--- config.mk ---
export PLATFORM = sky130hd
export DESIGN_NAME = mod_data_assembler
export DESIGN_NICKNAME = d
export VERILOG_FILES = /design/src/rtl/mda_pkg.sv /design/src/rtl/mda_port_sampler.sv /design/src/rtl/mda_freq_scale.sv /design/src/rtl/mda_param_map.sv /design/src/rtl/mod_data_assembler.sv
export SDC_FILE = /design/constraint.sdc
export NUM_CORES = 1
export LEC_CHECK = 0
export BUFFER_PORTS_ARGS = -buffer_cell sky130_fd_sc_hd__buf_2
export CORE_MARGIN = 2
export CORE_UTILIZATION = 50
export CTS_CLUSTER_SIZE = 25
export DETAILED_ROUTE_END_ITERATION = 12
export PLACE_DENSITY = 0.77
export SLEW_MARGIN = 20
export SYNTH_ARGS = -nofsm -noshare
export SYNTH_HDL_FRONTEND = slang
export SYNTH_SLANG_ARGS = --single-unit
--- constraint.sdc ---
create_clock -name clk_i -period 3.54 [get_ports clk_i]
set_input_delay 0.354 -clock clk_i [delete_from_list [all_inputs] [get_ports clk_i]]
set_output_delay 0.354 -clock clk_i [all_outputs]
set_load 0.01 [all_outputs]
--- src/rtl/mda_pkg.sv ---
package mda_pkg;
  typedef enum logic [1:0] {
    DEST_AMP   = 2'b00,
    DEST_PHASE = 2'b01,
    DEST_FREQ  = 2'b10,
    DEST_SPLIT = 2'b11
  } dest_e;
endpackage

--- src/rtl/mda_port_sampler.sv ---
module mda_port_sampler #(
  parameter int DW = 16
) (
  input  logic          clk_i,
  input  logic          rst_ni,
  input  logic          pclk_i,
  input  logic          txen_i,
  input  logic [DW-1:0] data_i,
  input  logic          pclk_inv_i,
  input  logic          txen_inv_i,
  input  logic          hold_last_i,
  output logic          cap_o,
  output logic          clr_o,
  output logic          gate_o,
  output logic [DW-1:0] data_o
);
  logic          pclk_s1, pclk_s2, txen_s1;
  logic [DW-1:0] data_s1;
  logic          edge_hit;

  always_ff @(posedge clk_i or negedge rst_ni) begin
    if (!rst_ni) begin
      pclk_s1 <= 1'b0;
      pclk_s2 <= 1'b0;
      txen_s1 <= 1'b0;
      data_s1 <= '0;
    end else begin
      pclk_s1 <= pclk_i;
      pclk_s2 <= pclk_s1;
      txen_s1 <= txen_i;
      data_s1 <= data_i;
    end
  end

  // selected edge of the port strobe, seen in the system domain
  assign edge_hit = pclk_inv_i ? (pclk_s2 & ~pclk_s1) : (pclk_s1 & ~pclk_s2);
  assign gate_o   = txen_s1 ^ txen_inv_i;
  assign cap_o    = edge_hit & gate_o;
  assign clr_o    = ~gate_o & ~hold_last_i;
  assign data_o   = data_s1;
endmodule

--- src/rtl/mda_freq_scale.sv ---
module mda_freq_scale #(
  parameter int DW = 16,
  parameter int FW = 32,
  parameter int GW = 4
) (
  input  logic [DW-1:0] word_i,
  input  logic [GW-1:0] gain_i,
  input  logic [FW-1:0] base_i,
  output logic [FW-1:0] freq_o
);
  logic [FW-1:0] ext, scaled;

  assign ext    = FW'(word_i);
  assign scaled = ext << gain_i;
  assign freq_o = base_i + scaled; // wraps modulo 2^FW
endmodule

--- src/rtl/mda_param_map.sv ---
module mda_param_map
  import mda_pkg::*;
#(
  parameter int DW = 16,
  parameter int AW = 14,
  parameter int PW = 16,
  parameter int FW = 32,
  parameter int GW = 4,
  localparam int HALF  = DW / 2,
  localparam int AFILL = AW - HALF,
  localparam int PFILL = PW - HALF
) (
  input  logic [DW-1:0]    word_i,
  input  dest_e            dest_i,
  input  logic [AFILL-1:0] amp_fill_i,
  input  logic [PFILL-1:0] phase_fill_i,
  input  logic [FW-1:0]    base_i,
  input  logic [GW-1:0]    gain_i,
  output logic [AW-1:0]    amp_o,
  output logic [PW-1:0]    phase_o,
  output logic [FW-1:0]    freq_o
);
  logic [FW-1:0] freq_sum;

  mda_freq_scale #(.DW(DW), .FW(FW), .GW(GW)) u_freq_scale (
    .word_i (word_i),
    .gain_i (gain_i),
    .base_i (base_i),
    .freq_o (freq_sum)
  );

  always_comb begin
    amp_o   = '0;
    phase_o = '0;
    freq_o  = '0;
    unique case (dest_i)
      DEST_AMP:   amp_o   = word_i[DW-1 -: AW];
      DEST_PHASE: phase_o = word_i[DW-1 -: PW];
      DEST_FREQ:  freq_o  = freq_sum;
      DEST_SPLIT: begin
        amp_o   = {word_i[DW-1 -: HALF], amp_fill_i};
        phase_o = {word_i[HALF-1:0], phase_fill_i};
      end
      default: ;
    endcase
  end
endmodule

--- src/rtl/mod_data_assembler.sv ---
module mod_data_assembler
  import mda_pkg::*;
#(
  parameter int DW = 16,
  parameter int AW = 14,
  parameter int PW = 16,
  parameter int FW = 32,
  parameter int GW = 4,
  localparam int HALF  = DW / 2,
  localparam int AFILL = AW - HALF,
  localparam int PFILL = PW - HALF
) (
  input  logic             clk_i,
  input  logic             rst_ni,
  input  logic             pclk_i,
  input  logic             txen_i,
  input  logic [DW-1:0]    data_i,
  input  logic [1:0]       dest_i,
  input  logic             pclk_inv_i,
  input  logic             txen_inv_i,
  input  logic             hold_last_i,
  input  logic [AFILL-1:0] amp_fill_i,
  input  logic [PFILL-1:0] phase_fill_i,
  input  logic [FW-1:0]    ftw_base_i,
  input  logic [GW-1:0]    fm_gain_i,
  output logic [AW-1:0]    amp_o,
  output logic [PW-1:0]    phase_o,
  output logic [FW-1:0]    freq_o,
  output logic             valid_o
);
  logic          cap, clr, gate;
  logic [DW-1:0] port_word, map_word;
  logic [AW-1:0] amp_d, amp_q;
  logic [PW-1:0] phase_d, phase_q;
  logic [FW-1:0] freq_d, freq_q;
  logic          valid_q;

  mda_port_sampler #(.DW(DW)) u_sampler (
    .clk_i       (clk_i),
    .rst_ni      (rst_ni),
    .pclk_i      (pclk_i),
    .txen_i      (txen_i),
    .data_i      (data_i),
    .pclk_inv_i  (pclk_inv_i),
    .txen_inv_i  (txen_inv_i),
    .hold_last_i (hold_last_i),
    .cap_o       (cap),
    .clr_o       (clr),
    .gate_o      (gate),
    .data_o      (port_word)
  );

  // a clear rebuilds the outputs from an all-zero word
  assign map_word = cap ? port_word : '0;

  mda_param_map #(.DW(DW), .AW(AW), .PW(PW), .FW(FW), .GW(GW)) u_map (
    .word_i       (map_word),
    .dest_i       (dest_e'(dest_i)),
    .amp_fill_i   (amp_fill_i),
    .phase_fill_i (phase_fill_i),
    .base_i       (ftw_base_i),
    .gain_i       (fm_gain_i),
    .amp_o        (amp_d),
    .phase_o      (phase_d),
    .freq_o       (freq_d)
  );

  always_ff @(posedge clk_i or negedge rst_ni) begin
    if (!rst_ni) begin
      amp_q   <= '0;
      phase_q <= '0;
      freq_q  <= '0;
      valid_q <= 1'b0;
    end else begin
      valid_q <= cap;
      if (cap || clr) begin
        amp_q   <= amp_d;
        phase_q <= phase_d;
        freq_q  <= freq_d;
      end
    end
  end

  assign amp_o   = amp_q;
  assign phase_o = phase_q;
  assign freq_o  = freq_q;
  assign valid_o = valid_q;

  assert_valid_single_R10: assert property (@(posedge clk_i) disable iff (!rst_ni)
    valid_o |=> !valid_o);

  assert_capture_gated_R6: assert property (@(posedge clk_i) disable iff (!rst_ni)
    valid_o |-> $past(gate));

  assert_hold_stable_R9: assert property (@(posedge clk_i) disable iff (!rst_ni)
    (!gate && hold_last_i) |=> ($stable(amp_o) && $stable(phase_o) && $stable(freq_o)));

  assert_clear_zero_R8: assert property (@(posedge clk_i) disable iff (!rst_ni)
    (!gate && !hold_last_i && dest_i == 2'b01) |=> (amp_o == '0 && phase_o == '0 && freq_o == '0));

  assert_split_fill_R5: assert property (@(posedge clk_i) disable iff (!rst_ni)
    (valid_o && $past(dest_i) == 2'b11) |-> (amp_o[AFILL-1:0] == $past(amp_fill_i)
                                            && phase_o[PFILL-1:0] == $past(phase_fill_i)));
endmodule

==> impl_table.tex <==
\begin{tabular}{lr}
\hline
Metric & Value \\
\hline
\multicolumn{2}{l}{\textbf{Worst setup path}} \\
Worst-path maximum fanout & 7 \\
Endpoint class of the critical path & flop \\
Worst Path Arrival & 4.06 ns \\
Setup Crit Path Kind & flop to flop \\
CP Data Required Time & 3.79 ns \\
Crit start category & flop \\
\multicolumn{2}{l}{\textbf{Global routing}} \\
Antenna violations before repair & 1 \\
Pin count of the biggest net entering global routing & 83 \\
Congestion Overflow GR & 0 \\
Overall global routing resource usage & 0.3195 \\
Global-route wire length before repair & 31.74 mm \\
Via count of the first global-routing pass & 6284 \\
\multicolumn{2}{l}{\textbf{STA}} \\
Number of hold violations in the final report & 0 \\
RSZ-0062 raised after global routing & yes \\
Period minus WS final & 3.807 ns \\
Final number of max-transition violations & 0 \\
Max Clock Skew & 0.007077 ns \\
F\_max & 0.2626 GHz \\
Total negative setup slack & -2.372 ns \\
Final period util & 1.076 \\
Headroom to the max-slew limit & 0.4868 \\
Final number of setup-violating endpoints & 15 \\
Final worst setup slack & -0.2674 ns \\
Worst-margin pin slew & 0.7696 ns \\
\multicolumn{2}{l}{\textbf{Flow run}} \\
Max capacitance violation total & 0 \\
\multicolumn{2}{l}{\textbf{Outcome}} \\
Outcome & finished, violations left \\
Failing checks & negative setup slack \\
\multicolumn{2}{l}{\textbf{Cells and area}} \\
Multi-input gate area & 4168 um\^{}2 \\
Number of diodes added for antenna fixing & 0 \\
Net count reported at finish & 1038 \\
Commonest non-fill, non-tap cells in the layout & 136 x buf\_2, 131 x buf\_4, 96 x nand2\_1 \\
Synthesis-to-layout area growth & 49.27\% \\
Area taken by flip-flops and latches & 2052 um\^{}2 \\
Final design area excluding fillers & 8627 um\^{}2 \\
Ratio of cells with drive above 1 in the final layout & 0.4483 \\
Total of fill cells in the finished design & 779 \\
Final standard cell utilization of the core & 0.7588 \\
Commonest non-fill, non-tap cell in the layout & buf\_2 \\
\multicolumn{2}{l}{\textbf{Synthesis}} \\
Sequential-to-total area share from yosys stat & 0.3551 \\
Dominant register cell in the synthesized netlist & dfrtp\_1 \\
Number of instances in the synthesized netlist & 671 \\
Flops \& latches, synth & 82 \\
Area contributors post-synth & dfrtp\_1 36\%, ha\_1 8.4\%, nand2\_1 6.4\% \\
Yosys top cell by area & dfrtp\_1 \\
Number of flops mapped to enable cells by yosys & 0 \\
Ys Warns & 0 \\
Post-Syn Nets & 786 \\
Netlist cell types & 69 \\
Fraction of synthesis flops using an asynchronous set or reset pin & 1.000 \\
Post-synth design cell area & 5779 um\^{}2 \\
Mapped Avg Cell Area & 8.613 um\^{}2 \\
Area share of the largest cell type after synthesis & 0.3551 \\
\multicolumn{2}{l}{\textbf{Clock network}} \\
Latest clock arrival within the worst-skew pair & 0.36 ns \\
Clock Tree Root & clkbuf\_16 \\
Number of buffers added by the clock tree synthesis step & 9 \\
CTS Hold Buffers Added & 0 \\
Count of clock tree sinks & 82 \\
Clock Path Buffers & 2 \\
H-tree level count & 3 \\
Clk pin slew, worst setup/hold paths & 0.07 ns \\
CTS tree & built \\
\multicolumn{2}{l}{\textbf{Detailed routing}} \\
Post-route DRC violation count & 0 \\
Vias & 6587 \\
Avg Vias per Cell & 6.150 \\
Routed WL per cell & 20.15 um \\
Count of nets left with antenna violations after detail routing & 0 \\
Post-Route WL & 21.59 mm \\
DRT iter0 DRCs & 505 \\
Initial DRT Pass Iterations & 5 \\
\multicolumn{2}{l}{\textbf{Floorplanning}} \\
Height of the die & 111.5 um \\
Die area & 12430 um\^{}2 \\
Floorplan row count & 39 \\
Placeable Area & 11370 um\^{}2 \\
Io pins & 138 \\
Chip Width & 111.5 um \\
Initial Util & 0.5083 \\
\multicolumn{2}{l}{\textbf{Pwr}} \\
Relative contribution of sequential cells to total power & 0.350 \\
Post-layout power & 0.003066 W \\
Cell Int Power & 0.002060 W \\
Sw Share & 0.3281 \\
Power Density & 355.4 nW/um\^{}2 \\
Leakage power & 4.137 nW \\
Clk pwr share & 0.354 \\
Comb pwr share & 0.296 \\
Max IR drop VDD & 0.0002971 V \\
Total net switching power & 0.001006 W \\
\multicolumn{2}{l}{\textbf{Placement}} \\
DP Worst Slack & -0.6909 ns \\
Global placement routability congestion & 0.9256 \\
Count of port buffers added during placement & 137 \\
Post-detailed-placement half-perimeter wirelength & 14.72 mm \\
Area of placed instances & 7395 um\^{}2 \\
\multicolumn{2}{l}{\textbf{Worst hold path}} \\
Kind of path behind the tightest hold check & primary input to async pin \\
\hline
\end{tabular}
power groups by stage:
| stage | logic (W) | clock network, W | registers, W |
|---|---|---|---|
| final | 0.000908 | 0.00109 | 0.00107 |
| after global routing | 0.000975 | 0.00113 | 0.00108 |
| after CTS | 0.000803 | 0.00109 | 0.00107 |
| after detailed placement | 0.000758 | 0 | 0.00109 |
| after global placement | 0.000745 | 0 | 0.00108 |
| after floorplan | 0.000360 | 0 | 0.00112 |
area by class of cell:
class / count / share of cell area
clock buffer: 9 / 0.02611
clock inverter: 7 / 0.01262
inverter: 12 / 0.005221
multi-input combinational: 538 / 0.4831
sequential: 82 / 0.2379
tap: 143 / 0.02074
timing repair buffer: 280 / 0.2144
Yosys cell counts (4+ instances only):
cell	count
and3_1	5
o211ai_1	10
o21ai_0	54
xnor2_1	8
dfrtp_1	82
a32o_1	8
a31oi_1	8
mux2_2	8
nor3_1	11
a211oi_1	5
a32oi_1	13
and2_1	9
or4_1	5
nand2_1	99
inv_1	11
a22o_1	18
nor2_1	47
nand4_1	10
mux2i_1	21
buf_2	10
o21ai_1	4
nand3_1	13
o31ai_1	7
a21o_1	10
ha_1	39
clkbuf_1	28
nand2b_1	9
or3_1	7
xor2_1	13
a21oi_1	47
per-layer routing:
metal	GRT usage	routed length (um)
met1	0.4164	8699
met2	0.5411	10360
met3	0.05389	1584
met4	0.1111	930
met5	0	13
registers in the layout, summed over array words and instances, names as in the netlist:
signal             count
u_sampler.txen_s1      1
valid_o                1
u_sampler.pclk_s2      1
u_sampler.data_o      16
phase_o               16
freq_o                32
amp_o                 14
u_sampler.pclk_s1      1
path summary, 6_finish.rpt:
path | end | slack, ns | cells past startpoint | from
setup / recovery | freq_o[25] | -0.27 | 15 | u_sampler.pclk_s2
hold / removal | u_sampler.data_o[11] | 0.02 | 1 | rst_ni
setup reg to reg | freq_o[25] | -0.27 | 15 | u_sampler.pclk_s2
hold reg to reg | phase_o[11] | 0.47 | 2 | phase_o[11]
max in group asynchronous | freq_o[24] | 2.97 | 1 | rst_ni
min in group clk_i | u_sampler.data_o[11] | 0.09 | 1 | data_i[11]
repair_timing:
| item | in CTS | in global routing |
|---|---|---|
| pin swaps | 22 | 53 |
| setup endpoints to repair | 20 | 19 |
| gates resized for setup | 55 | 101 |
| setup buffers | 9 | 17 |
kinds of logic (layout without fill, tap and decap cells):
| logic type | after synthesis | count (layout) | share of synthesized area |
|---|---|---|---|
| multiplexers | 29 | 29 | 0.05196 |
| adder cells (fa/ha/maj) | 40 | 40 | 0.08790 |
| AND/OR/NAND/NOR | 235 | 235 | 0.1925 |
| AO/OA/AOI/OAI | 213 | 213 | 0.2455 |
| XOR/XNOR | 21 | 21 | 0.03183 |
| flip-flops | 82 | 82 | 0.3551 |
| buffers and inverters | 51 | 308 | 0.03529 |
metrics by stage:
step / instances / hold slack (ns)
after floorplan: 671 / 0.05841
after global placement: 1029 / 0.4461
after detailed placement: 1029 / 0.4522
after CTS: 1054 / 0.08739
after global routing: 1071 / 0.08447
final: 1071 / 0.02409
critical path, cell delays in order, from the launching register on:
cell and delay (ns):
dfrtp_1 0.38, or3b_4 0.41, a21boi_4 0.18, buf_12 0.15, buf_12 0.10, nand3_1 0.10
mux2_2 0.34, o22ai_4 0.21, ha_4 0.26, a21oi_4 0.18, o21ai_4 0.10, or3_4 0.36
o21ai_4 0.26, nor3_2 0.07, or3_1 0.30, a32o_1 0.27
Note: power is estimated with default switching activity, not from simulation.
